## src/rtl/disp_pkg.sv

```systemverilog
package disp_pkg;

    localparam int TMPL_W        = 5;
    localparam int SLOT_W        = 41;
    localparam int SLOTS_PER_BND = 3;
    localparam int N_BND         = 2;
    localparam int WIN_SLOTS     = SLOTS_PER_BND * N_BND;
    localparam int BND_W         = TMPL_W + SLOTS_PER_BND * SLOT_W;
    localparam int CNT_W         = $clog2(WIN_SLOTS + 1);
    localparam int N_CLS         = 4;
    localparam int MAJ_W         = 4;

    typedef enum logic [1:0] {
        CLS_MEM = 2'd0,
        CLS_INT = 2'd1,
        CLS_FP  = 2'd2,
        CLS_BR  = 2'd3
    } pclass_e;

    typedef struct packed {
        pclass_e cls;
        logic    stop_after;
        logic    serial;
    } slot_info_t;

    // Class layout per template kind, element k is slot k
    function automatic logic [SLOTS_PER_BND-1:0][1:0] slot_layout(input logic [2:0] kind);
        logic [SLOTS_PER_BND-1:0][1:0] l;
        case (kind)
            3'd0:    l = {CLS_INT, CLS_INT, CLS_MEM};
            3'd1:    l = {CLS_INT, CLS_MEM, CLS_MEM};
            3'd2:    l = {CLS_INT, CLS_FP,  CLS_MEM};
            3'd3:    l = {CLS_BR,  CLS_INT, CLS_MEM};
            3'd4:    l = {CLS_BR,  CLS_MEM, CLS_MEM};
            3'd5:    l = {CLS_BR,  CLS_FP,  CLS_MEM};
            3'd6:    l = {CLS_BR,  CLS_BR,  CLS_BR};
            default: l = {CLS_MEM, CLS_MEM, CLS_MEM};
        endcase
        return l;
    endfunction

    function automatic int max4(input int a, input int b, input int c, input int d);
        int m;
        m = a;
        if (b > m) m = b;
        if (c > m) m = c;
        if (d > m) m = d;
        return m;
    endfunction

endpackage

```

## src/rtl/disp_tmpl_dec.sv

```systemverilog
module disp_tmpl_dec
    import disp_pkg::*;
#(
    parameter logic [MAJ_W-1:0] SER_MAJOR = 4'hE
) (
    input  logic [BND_W-1:0]                    bnd,
    output slot_info_t [SLOTS_PER_BND-1:0]      info,
    output logic                                bad
);

    logic [2:0]                    kind;
    logic [1:0]                    stp;
    logic [SLOTS_PER_BND-1:0][1:0] lay;

    assign kind = bnd[4:2];
    assign stp  = bnd[1:0];
    assign lay  = slot_layout(kind);
    assign bad  = (kind == 3'd7);

    for (genvar k = 0; k < SLOTS_PER_BND; k++) begin : g_slot
        localparam int MAJ_LSB = TMPL_W + k * SLOT_W + SLOT_W - MAJ_W;
        logic is_mem;
        logic maj_hit;
        assign is_mem  = (lay[k] == CLS_MEM);
        assign maj_hit = (bnd[MAJ_LSB +: MAJ_W] == SER_MAJOR);
        assign info[k] = '{
            cls:        pclass_e'(lay[k]),
            stop_after: (stp == 2'(k + 1)),
            serial:     is_mem && maj_hit
        };
    end

endmodule

```

## src/rtl/disp_issue_scan.sv

```systemverilog
module disp_issue_scan
    import disp_pkg::*;
#(
    parameter int N_MEM = 2,
    parameter int N_INT = 2,
    parameter int N_FP  = 1,
    parameter int N_BR  = 3,
    parameter int PW    = 2
) (
    input  slot_info_t [WIN_SLOTS-1:0]          info,
    input  logic [N_BND-1:0]                    bvld,
    input  logic [N_BND-1:0]                    bbad,
    input  logic [1:0]                          head,
    input  logic [N_CLS-1:0]                    stall,
    output logic [WIN_SLOTS-1:0]                grant,
    output logic [WIN_SLOTS-1:0][PW-1:0]        port,
    output logic [CNT_W-1:0]                    cnt
);

    localparam int LIM [N_CLS] = '{N_MEM, N_INT, N_FP, N_BR};

    always_comb begin
        int         used [N_CLS];
        logic       go;
        logic [1:0] cidx;
        logic       bidx;
        grant = '0;
        port  = '0;
        cnt   = '0;
        go    = 1'b1;
        cidx  = '0;
        bidx  = 1'b0;
        for (int c = 0; c < N_CLS; c++) used[c] = 0;
        for (int i = 0; i < WIN_SLOTS; i++) begin
            cidx = info[i].cls;
            bidx = (i >= SLOTS_PER_BND);
            if (go && (i >= int'(head))) begin
                if (!bvld[bidx] || bbad[bidx] || stall[cidx] || (used[cidx] >= LIM[cidx])) begin
                    go = 1'b0;
                end else begin
                    grant[i]   = 1'b1;
                    port[i]    = PW'(used[cidx]);
                    used[cidx] = used[cidx] + 1;
                    cnt        = cnt + CNT_W'(1);
                    if (info[i].stop_after || info[i].serial) go = 1'b0;
                end
            end
        end
    end

endmodule

```

## src/rtl/disp_unit.sv

```systemverilog
module disp_unit
    import disp_pkg::*;
#(
    parameter int               N_MEM     = 2,
    parameter int               N_INT     = 2,
    parameter int               N_FP      = 1,
    parameter int               N_BR      = 3,
    parameter logic [MAJ_W-1:0] SER_MAJOR = 4'hE,
    localparam int              MAXP      = max4(N_MEM, N_INT, N_FP, N_BR),
    localparam int              PW        = (MAXP > 1) ? $clog2(MAXP) : 1
) (
    input  logic                      clk,
    input  logic                      rst_n,
    input  logic [BND_W-1:0]          win_bnd0,
    input  logic [BND_W-1:0]          win_bnd1,
    input  logic [N_BND-1:0]          win_vld,
    input  logic [1:0]                win_head,
    input  logic [N_CLS-1:0]          cls_stall,
    output logic [WIN_SLOTS-1:0]      iss_grant,
    output logic [2*WIN_SLOTS-1:0]    iss_cls,
    output logic [PW*WIN_SLOTS-1:0]   iss_port,
    output logic [CNT_W-1:0]          iss_cnt,
    output logic                      tmpl_bad
);

    typedef struct packed {
        logic [WIN_SLOTS-1:0]    grant;
        logic [2*WIN_SLOTS-1:0]  cls;
        logic [PW*WIN_SLOTS-1:0] port;
        logic [CNT_W-1:0]        cnt;
        logic                    bad;
    } disp_out_t;

    logic [N_BND-1:0][BND_W-1:0]    bnds;
    slot_info_t [WIN_SLOTS-1:0]     info;
    logic [N_BND-1:0]               bbad;
    logic [WIN_SLOTS-1:0]           sc_grant;
    logic [WIN_SLOTS-1:0][PW-1:0]   sc_port;
    logic [CNT_W-1:0]               sc_cnt;
    disp_out_t                      out_d;
    disp_out_t                      out_q;

    assign bnds = {win_bnd1, win_bnd0};

    for (genvar b = 0; b < N_BND; b++) begin : g_dec
        disp_tmpl_dec #(
            .SER_MAJOR (SER_MAJOR)
        ) u_dec (
            .bnd  (bnds[b]),
            .info (info[b*SLOTS_PER_BND +: SLOTS_PER_BND]),
            .bad  (bbad[b])
        );
    end

    disp_issue_scan #(
        .N_MEM (N_MEM),
        .N_INT (N_INT),
        .N_FP  (N_FP),
        .N_BR  (N_BR),
        .PW    (PW)
    ) u_scan (
        .info  (info),
        .bvld  (win_vld),
        .bbad  (bbad),
        .head  (win_head),
        .stall (cls_stall),
        .grant (sc_grant),
        .port  (sc_port),
        .cnt   (sc_cnt)
    );

    always_comb begin
        out_d       = '0;
        out_d.grant = sc_grant;
        out_d.port  = sc_port;
        out_d.cnt   = sc_cnt;
        out_d.bad   = |(win_vld & bbad);
        for (int i = 0; i < WIN_SLOTS; i++) begin
            out_d.cls[2*i +: 2] = sc_grant[i] ? info[i].cls : 2'b00;
        end
    end

    always_ff @(posedge clk or negedge rst_n) begin
        if (!rst_n) out_q <= '0;
        else        out_q <= out_d;
    end

    assign iss_grant = out_q.grant;
    assign iss_cls   = out_q.cls;
    assign iss_port  = out_q.port;
    assign iss_cnt   = out_q.cnt;
    assign tmpl_bad  = out_q.bad;

endmodule

```

## config.mk

```make
export PLATFORM = sky130hd
export DESIGN_NAME = disp_unit
export DESIGN_NICKNAME = d
export VERILOG_FILES = /design/src/rtl/disp_pkg.sv /design/src/rtl/disp_tmpl_dec.sv /design/src/rtl/disp_issue_scan.sv /design/src/rtl/disp_unit.sv
export SDC_FILE = /design/constraint.sdc
export NUM_CORES = 1
export LEC_CHECK = 0
export BUFFER_PORTS_ARGS = -buffer_cell sky130_fd_sc_hd__buf_4
export CAP_MARGIN = 15
export CORE_AREA = 10 10 109 111
export DETAILED_ROUTE_END_ITERATION = 8
export DIE_AREA = 0 0 119 121
export PLACE_DENSITY = 0.68
export SLEW_MARGIN = 20
export SYNTH_ARGS = -nofsm -noshare
export SYNTH_HDL_FRONTEND = slang
export SYNTH_SLANG_ARGS = --single-unit
```

## constraint.sdc

```tcl
create_clock -name clk -period 1.55 [get_ports clk]
set_input_delay 0.155 -clock clk [delete_from_list [all_inputs] [get_ports clk]]
set_output_delay 0.155 -clock clk [all_outputs]
set_load 0.01 [all_outputs]
```

==> results of run 1 <==
-- critical path, delay by kind of cell --
family	cells	cell delay, ns
and+or+nand+nor	4	0.66
AOI/OAI and AO/OA	4	0.84
buffers and inverters	48	5.92
-- through the flow --
stage	cell area, um^2	power (mW)
finish	5261	2.539
global route	5261	2.661
CTS	5031	2.451
detailed placement	4319	1.637
global placement	4319	1.625
floorplan	2818	1.201
-- final cells by class --
cell class / count / area (um^2)
fillers: 844 / 4378
repair buffers: 270 / 2123
multi-input cells: 250 / 2061
flip-flops and latches: 29 / 725.7
well taps: 133 / 166.4
clock buffers: 7 / 96.34
inverters: 21 / 83.83
clock inverters: 1 / 5.005
-- power by group --
part | switching [mW] | total, mW | leakage [nW] | internal [mW]
clock network | 0.297 | 0.698 | 0.0542 | 0.401
logic | 0.489 | 1.07 | 2.20 | 0.577
registers | 0.00367 | 0.775 | 0.402 | 0.771
total | 0.790 | 2.54 | 2.65 | 1.75
-- placed cells by master, fill, tap and decap left out, types with 3 or more instances in the layout --
cell	Yosys	final
ha_1	13	12
nand2b_1	8	7
nor2b_1	8	6
and2_1	9	8
clkbuf_8	0	7
dfrtp_1	29	29
nor3_1	4	3
xnor2_2	0	3
nor2_1	28	22
nand4_1	4	4
buf_6	2	21
a21oi_2	1	5
a21oi_1	13	7
nand3_1	9	8
buf_4	6	246
o211ai_1	7	7
inv_1	19	16
o21ai_1	2	4
xnor2_1	11	8
o21ai_0	17	11
nor2_2	0	6
o22ai_1	4	3
o21ai_2	1	5
inv_2	2	3
mux2_4	5	6
nand2_1	25	23
conb_1	1	4
a21o_1	3	3
xor2_1	3	3
nor4_1	3	3
-- sequential cells by signal (all words and copies together), names as in the netlist --
register,count
iss_cnt,3
iss_port,9
iss_grant,6
tmpl_bad,1
iss_cls,10
-- how the worst max path moves through the flow --
stage | start | slack (ns) | cells after the start | endpoint
after floorplan | win_bnd0[2] | -5.79 | 37 | iss_cnt[1]$_DFF_PN0_
after global placement | win_bnd0[42] | -5.79 | 39 | iss_cnt[1]$_DFF_PN0_
after detailed placement | win_bnd0[42] | -6.12 | 39 | iss_cnt[1]$_DFF_PN0_
after CTS | win_bnd0[42] | -5.45 | 36 | iss_cnt[1]$_DFF_PN0_
after global routing | win_bnd0[42] | -5.92 | 38 | iss_cnt[1]$_DFF_PN0_
final | win_bnd0[42] | -5.82 | 56 | iss_port[4]$_DFF_PN0_
-- repair_timing --
action                                  4_1_cts  5_1_grt
endpoints found under the setup margin       22       23
pin swaps                                    17       20
resized for setup                            30       35
hold buffers                                  1        0
setup buffers                                68       12
hold endpoints to repair                     29        0
-- kinds of logic (layout without fill, tap and decap cells) --
| logic type | count (synthesis) | in the layout | share of synthesized area |
|---|---|---|---|
| compound gates | 87 | 87 | 0.2469 |
| xor+xnor | 15 | 15 | 0.05383 |
| fa+ha+maj | 13 | 13 | 0.06033 |
| buf+inv | 41 | 299 | 0.07332 |
| flops | 29 | 29 | 0.2691 |
| mux | 9 | 9 | 0.04362 |
| other cells | 1 | 4 | 0.001391 |
| simple gates | 122 | 122 | 0.2515 |
-- routing by layer --
| metal | up-vias | track usage | wire length, um |
|---|---|---|---|
| met4 | 0 | 0.1038 | 705 |
| met3 | 68 | 0.03304 | 889 |
| met5 | - | 0 | 0 |
| met1 | 1645 | 0.1810 | 4729 |
| met2 | 196 | 0.2735 | 5960 |
| li1 | 1660 | - | - |
==> results by group, run 1 <==
Floorplanning
  – Starting Density: 0.2797
  – DIE HEIGHT: 121 um
  – Die Area: 14,400 um^2
  – I/O Pins: 300
  – Die span in x: 119 um
  – Core area: 9639 um^2
  – Row cnt: 36

Clocking
  – CTS tree: built
  – CTS H-tree depth: 2
  – Clock buffer depth: 2
  – CTS Buf Count: 5
  – Clock sink total: 29
  – CTS root buffer: clkbuf_8
  – Clk slew on worst S/H paths: 0.06 ns

Synth
  – Cell Area, Synth: between 2000 and 3000 um^2
  – Register area share after synthesis: 0.2691
  – Cell with the most instances after synthesis: dfrtp_1
  – Post-synth ARST share: 1.000
  – Top cells by area, synth: dfrtp_1 (27%), ha_1 (6.0%), nor2_1 (3.9%)
  – Mean Syn Cell Area: 8.506 um^2
  – Post-synthesis cell count: 317
  – Unique masters post-synth: 77
  – Yosys top cell area share: 0.2691
  – Ys flop type: dfrtp_1
  – EDFF count, synth: 0
  – Cell accounting for the most synthesized area: dfrtp_1
  – Yosys warning total: 0
  – Seq cells post-synth: 29
  – Top cells by count, synth: dfrtp_1 (29), nor2_1 (28), nand2_1 (25)

Setup path
  – Setup Crit Path Kind: input port to flip-flop
  – Crit Path Max Fanout: 3
  – Critical Path RT: 1.77 ns
  – CP dominant cell by count: buf_4
  – Crit-path slowest cell: a211o_4
  – Max incr delay on CP: 0.36 ns
  – CP Data Arrival Time: 7.59 ns
  – Crit. End Element: flip-flop
  – Crit start category: input port

Detailed routing
  – DR pass1 iterations: 5
  – Vias: 3,569
  – Initial DRC count: 304
  – Drt wl/cell: roughly 17 um
  – Drt via density: between 5 and 6
  – Antenna violation net count after detailed routing: 0
  – Routed WL: between 10 and 15 mm
  – # DRC: 0

Power and ir drop
  – Peak supply drop: 0.2340 mV
  – Static Leakage: roughly 2.7 nW
  – PwrDens: 482.5 nW/um^2

Hold path
  – Worst Hold Launch: win_bnd0[4]
  – Worst min-delay path category: input port to flip-flop
  – Hold Path Cell Cnt: 3
  – Hold worst-path end: iss_cls[2]$_DFF_PN0_

Timing
  – Fin Hold WS: 0.2428 ns
  – Fin. Hold Viols: 0
  – Setup tns final: -85.19 ns
  – Period utilization: 4.757
  – Min cycle time layout: 7.373 ns
  – Max Freq: 0.1356 GHz
  – Final WS setup: -5.823 ns
  – Unrepaired setup endpoints after global routing: true
  – Setup-failing EPs final: 23
  – Final Max Slew Viols: 0

Global routing
  – Initial antenna violation count: 0
  – Pin count of the biggest net entering global routing: 30
  – Vias in the first global route: 3,813
  – Total GRT Usage: 0.1612
  – Congestion Overflow GR: 0
  – First-pass GRT wire length: approximately 19 mm

Layout
  – Finished Core Util: 0.5458
  – Layout cell share with drive strength beyond 1: 0.6038
  – Area Growth Syn to Fin: 95.13%
  – Final Non-Filler Cells: ~700
  – Fin nets: 856
  – Antenna diode count: 0

Outcome
  – Status: complete, but fails checks
  – Violated checks: setup timing

Placement
  – Setup slack at placement: -6.122 ns
  – Placer Congestion: 0.9381
  – HPWL Detailed: roughly 8.4 mm
  – Placed Cells: 628
  – Port Buffers: 66

Job
  – Max Cap Viol: 0
No activity file was read; power rests on OpenSTA's default activity.
==> run 2, diff against run 1 <==
--- a/config.mk
+++ b/config.mk
@@ -11,6 +11,7 @@
 export DETAILED_ROUTE_END_ITERATION = 8
 export DIE_AREA = 0 0 119 121
 export PLACE_DENSITY = 0.68
+export SKIP_CTS_REPAIR_TIMING = 1
 export SLEW_MARGIN = 20
 export SYNTH_ARGS = -nofsm -noshare
 export SYNTH_HDL_FRONTEND = slang
==> constraint.sdc (replaced) <==
create_clock -name clk -period 1.55 [get_ports clk]
set_input_delay 0.155 -clock clk [delete_from_list [all_inputs] [get_ports clk]]
set_output_delay 0.155 -clock clk [all_outputs]
set_load 0.005 [all_outputs]
==> run 2 against run 1 <==
  * The flow still finishes with violations (setup timing)
  * Worst hold slack got worse by 0.010 ns
  * Total power fell by 6.3%
  * First-iteration DRC count fell by 52%
  * Combinational power fell by 15%
  * Via count fell by 14%
  * Setup slack improved by 0.23 ns
  * Count of clock-buffer cells in the layout did not move
  * Largest cell class is now multi-input combinational cells
  * Final cell count fell by 9.0%
  * Sequential share of layout area rose by 1.7 points
  * Maximum frequency rose by 3.3%
  * Non-clock buffer count fell by 64
==> results by group, run 2 (same netlist as run 1, synthesis figures left out) <==
Outcome
  – Status: complete, but fails checks (unchanged)
  – Violated checks: setup timing (unchanged)

Hold path
  – Hold Path Cell Cnt: 3 (unchanged)
  – Worst min-delay path category: input port to flip-flop (unchanged)
  – Hold worst-path end: iss_cls[2]$_DFF_PN0_ (unchanged)
  – Worst Hold Launch: win_bnd0[4] (unchanged)

Setup path
  – Crit. End Element: flip-flop (unchanged)
  – CP dominant cell by count: ha_1 (was buf_4)
  – Critical Path RT: 1.72 ns (was 1.77 ns)
  – Crit start category: input port (unchanged)
  – Crit-path slowest cell: a211o_2 (was a211o_4)
  – WP buf/inv: 1 (was 48)
  – CP Data Arrival Time: 7.31 ns (was 7.59 ns)
  – Max incr delay on CP: 0.36 ns (about the same)
  – CP delay by family, top: compound AO/OA/AOI/OAI gates (was buffers and inverters)
  – Setup Crit Path Kind: input port to flip-flop (unchanged)
  – Crit Path Max Fanout: 4 (was 3)

Timing
  – Min cycle time layout: 7.140 ns (was 7.373 ns)
  – Period utilization: 4.606 (was 4.757)
  – Setup-failing EPs final: 22 (was 23)
  – Fin. Hold Viols: 0 (unchanged)
  – Final WS setup: -5.590 ns (was -5.823 ns)
  – Final Max Slew Viols: 0 (unchanged)
  – Max Freq: 0.1401 GHz (was 0.1356 GHz)
  – Unrepaired setup endpoints after global routing: true (unchanged)

Clocking
  – Clock buffer depth: 2 (unchanged)
  – CTS H-tree depth: 2 (unchanged)
  – CTS tree: built (unchanged)
  – Clk slew on worst S/H paths: 0.06 ns (about the same)
  – CTS root buffer: clkbuf_8 (unchanged)
  – CTS Buf Count: 5 (unchanged)
  – Clock sink total: 29 (unchanged)

Floorplanning
  – Die Area: 14,400 um^2 (unchanged)
  – DIE HEIGHT: 121 um (unchanged)
  – Starting Density: 0.2797 (unchanged)
  – I/O Pins: 300 (unchanged)
  – Row cnt: 36 (unchanged)
  – Die span in x: 119 um (unchanged)
  – Core area: 9639 um^2 (unchanged)

Layout
  – Commonest non-fill, non-tap cell in the layout: buf_4 (unchanged)
  – Fin nets: 792 (was 856)
  – Antenna diode count: 0 (unchanged)
  – Largest register FFs: 10 (unchanged)
  – Final Non-Filler Cells: 647 (was 711)
  – Layout cell share with drive strength beyond 1: 0.5467 (was 0.6038)
  – Commonest non-fill, non-tap cells in the layout: buf_4 (195), dfrtp_1 (29), nand2_1 (24), nor2_1 (22), inv_1 (16) (was buf_4 (246), dfrtp_1 (29), nand2_1 (23), nor2_1 (22), buf_6 (21))
  – Finished Core Util: 0.4862 (was 0.5458)
  – Area Growth Syn to Fin: 73.83% (was 95.13%)

Detailed routing
  – # DRC: 0 (unchanged)
  – Vias: 3,078 (was 3,569)
  – Initial DRC count: 146 (was 304)
  – Drt via density: 4.757 (was 5.020)
  – Routed WL: 10.01 mm (was 12.29 mm)
  – Drt wl/cell: 15.47 um (was 17.28 um)
  – Antenna violation net count after detailed routing: 0 (unchanged)
  – DR pass1 iterations: 4 (was 5)

Global routing
  – Total GRT Usage: 0.1358 (was 0.1612)
  – Initial antenna violation count: 1 (was 0)
  – Pin count of the biggest net entering global routing: 30 (unchanged)
  – First-pass GRT wire length: 15.99 mm (was 18.86 mm)
  – Vias in the first global route: 3,292 (was 3,813)
  – Congestion Overflow GR: 0 (unchanged)

Placement
  – Placer Congestion: 0.9381 (unchanged)
  – Setup slack at placement: -6.122 ns (unchanged)
  – Port Buffers: 66 (unchanged)
  – HPWL Detailed: 8.413 mm (unchanged)
  – Placed Cells: 628 (unchanged)

Power and ir drop
  – Static Leakage: 2.363 nW (was 2.652 nW)
  – PwrDens: 507.7 nW/um^2 (was 482.5 nW/um^2)
  – Peak supply drop: 0.2340 mV (about the same)

Job
  – Max Cap Viol: 0 (unchanged)
## run 2: changes by cell type in the layout (fill, tap and decap cells not counted), moves of 2 or more
cell,change
a21oi_4,-2
buf_4,-51
buf_6,-11
buf_8,-2
## run 2: metal layers
layer  global-route usage  vias to the layer above  wire length (um)
li1                     -                     1531                 -
met1               0.1695                     1427              4347
met2               0.2275                      101              4802
met3              0.02652                       19               633
met4              0.04885                        0               229
met5                    0                        -                 0
## run 2: worst max path at each step
| stage | cells after the start | startpoint | endpoint |
|---|---|---|---|
| after floorplan | 37 | win_bnd0[2] | iss_cnt[1]$_DFF_PN0_ |
| after global placement | 39 | win_bnd0[42] | iss_cnt[1]$_DFF_PN0_ |
| after global routing | 36 | win_bnd0[42] | iss_cnt[1]$_DFF_PN0_ |
| after detailed placement | 39 | win_bnd0[42] | iss_cnt[1]$_DFF_PN0_ |
| after CTS | 39 | win_bnd0[42] | iss_cnt[1]$_DFF_PN0_ |
| final | 36 | win_bnd0[42] | iss_cnt[1]$_DFF_PN0_ |
## run 2: final cells by class
class | instances | area [um^2]
clock buffers | 7 | 96.34
clock inverters | 1 | 5.005
fillers | 934 | 4952
inverters | 21 | 83.83
multi-input cells | 250 | 2023
flip-flops and latches | 29 | 725.7
well taps | 133 | 166.4
repair buffers | 206 | 1587
## run 2: power by group
group	total [mW]	leakage (nW)	switching [mW]	internal, mW
sequential	0.775	0.402	0.00368	0.771
combinational	0.912	1.91	0.424	0.489
clock	0.692	0.0542	0.292	0.400
## run 2: stage by stage
stage / instance area (um^2) / TNS (ns) / power [mW] / hold slack [ns]
after floorplan: 2818 / -78.70 / 1.193 / -0.1406
after global placement: 4319 / -84.19 / 1.617 / 0.09605
after detailed placement: 4319 / -88.67 / 1.629 / 0.1001
after CTS: 4420 / -81.81 / 2.335 / -0.2075
after global routing: 4687 / -83.27 / 2.519 / 0.2263
final: 4687 / -77.90 / 2.380 / 0.2328
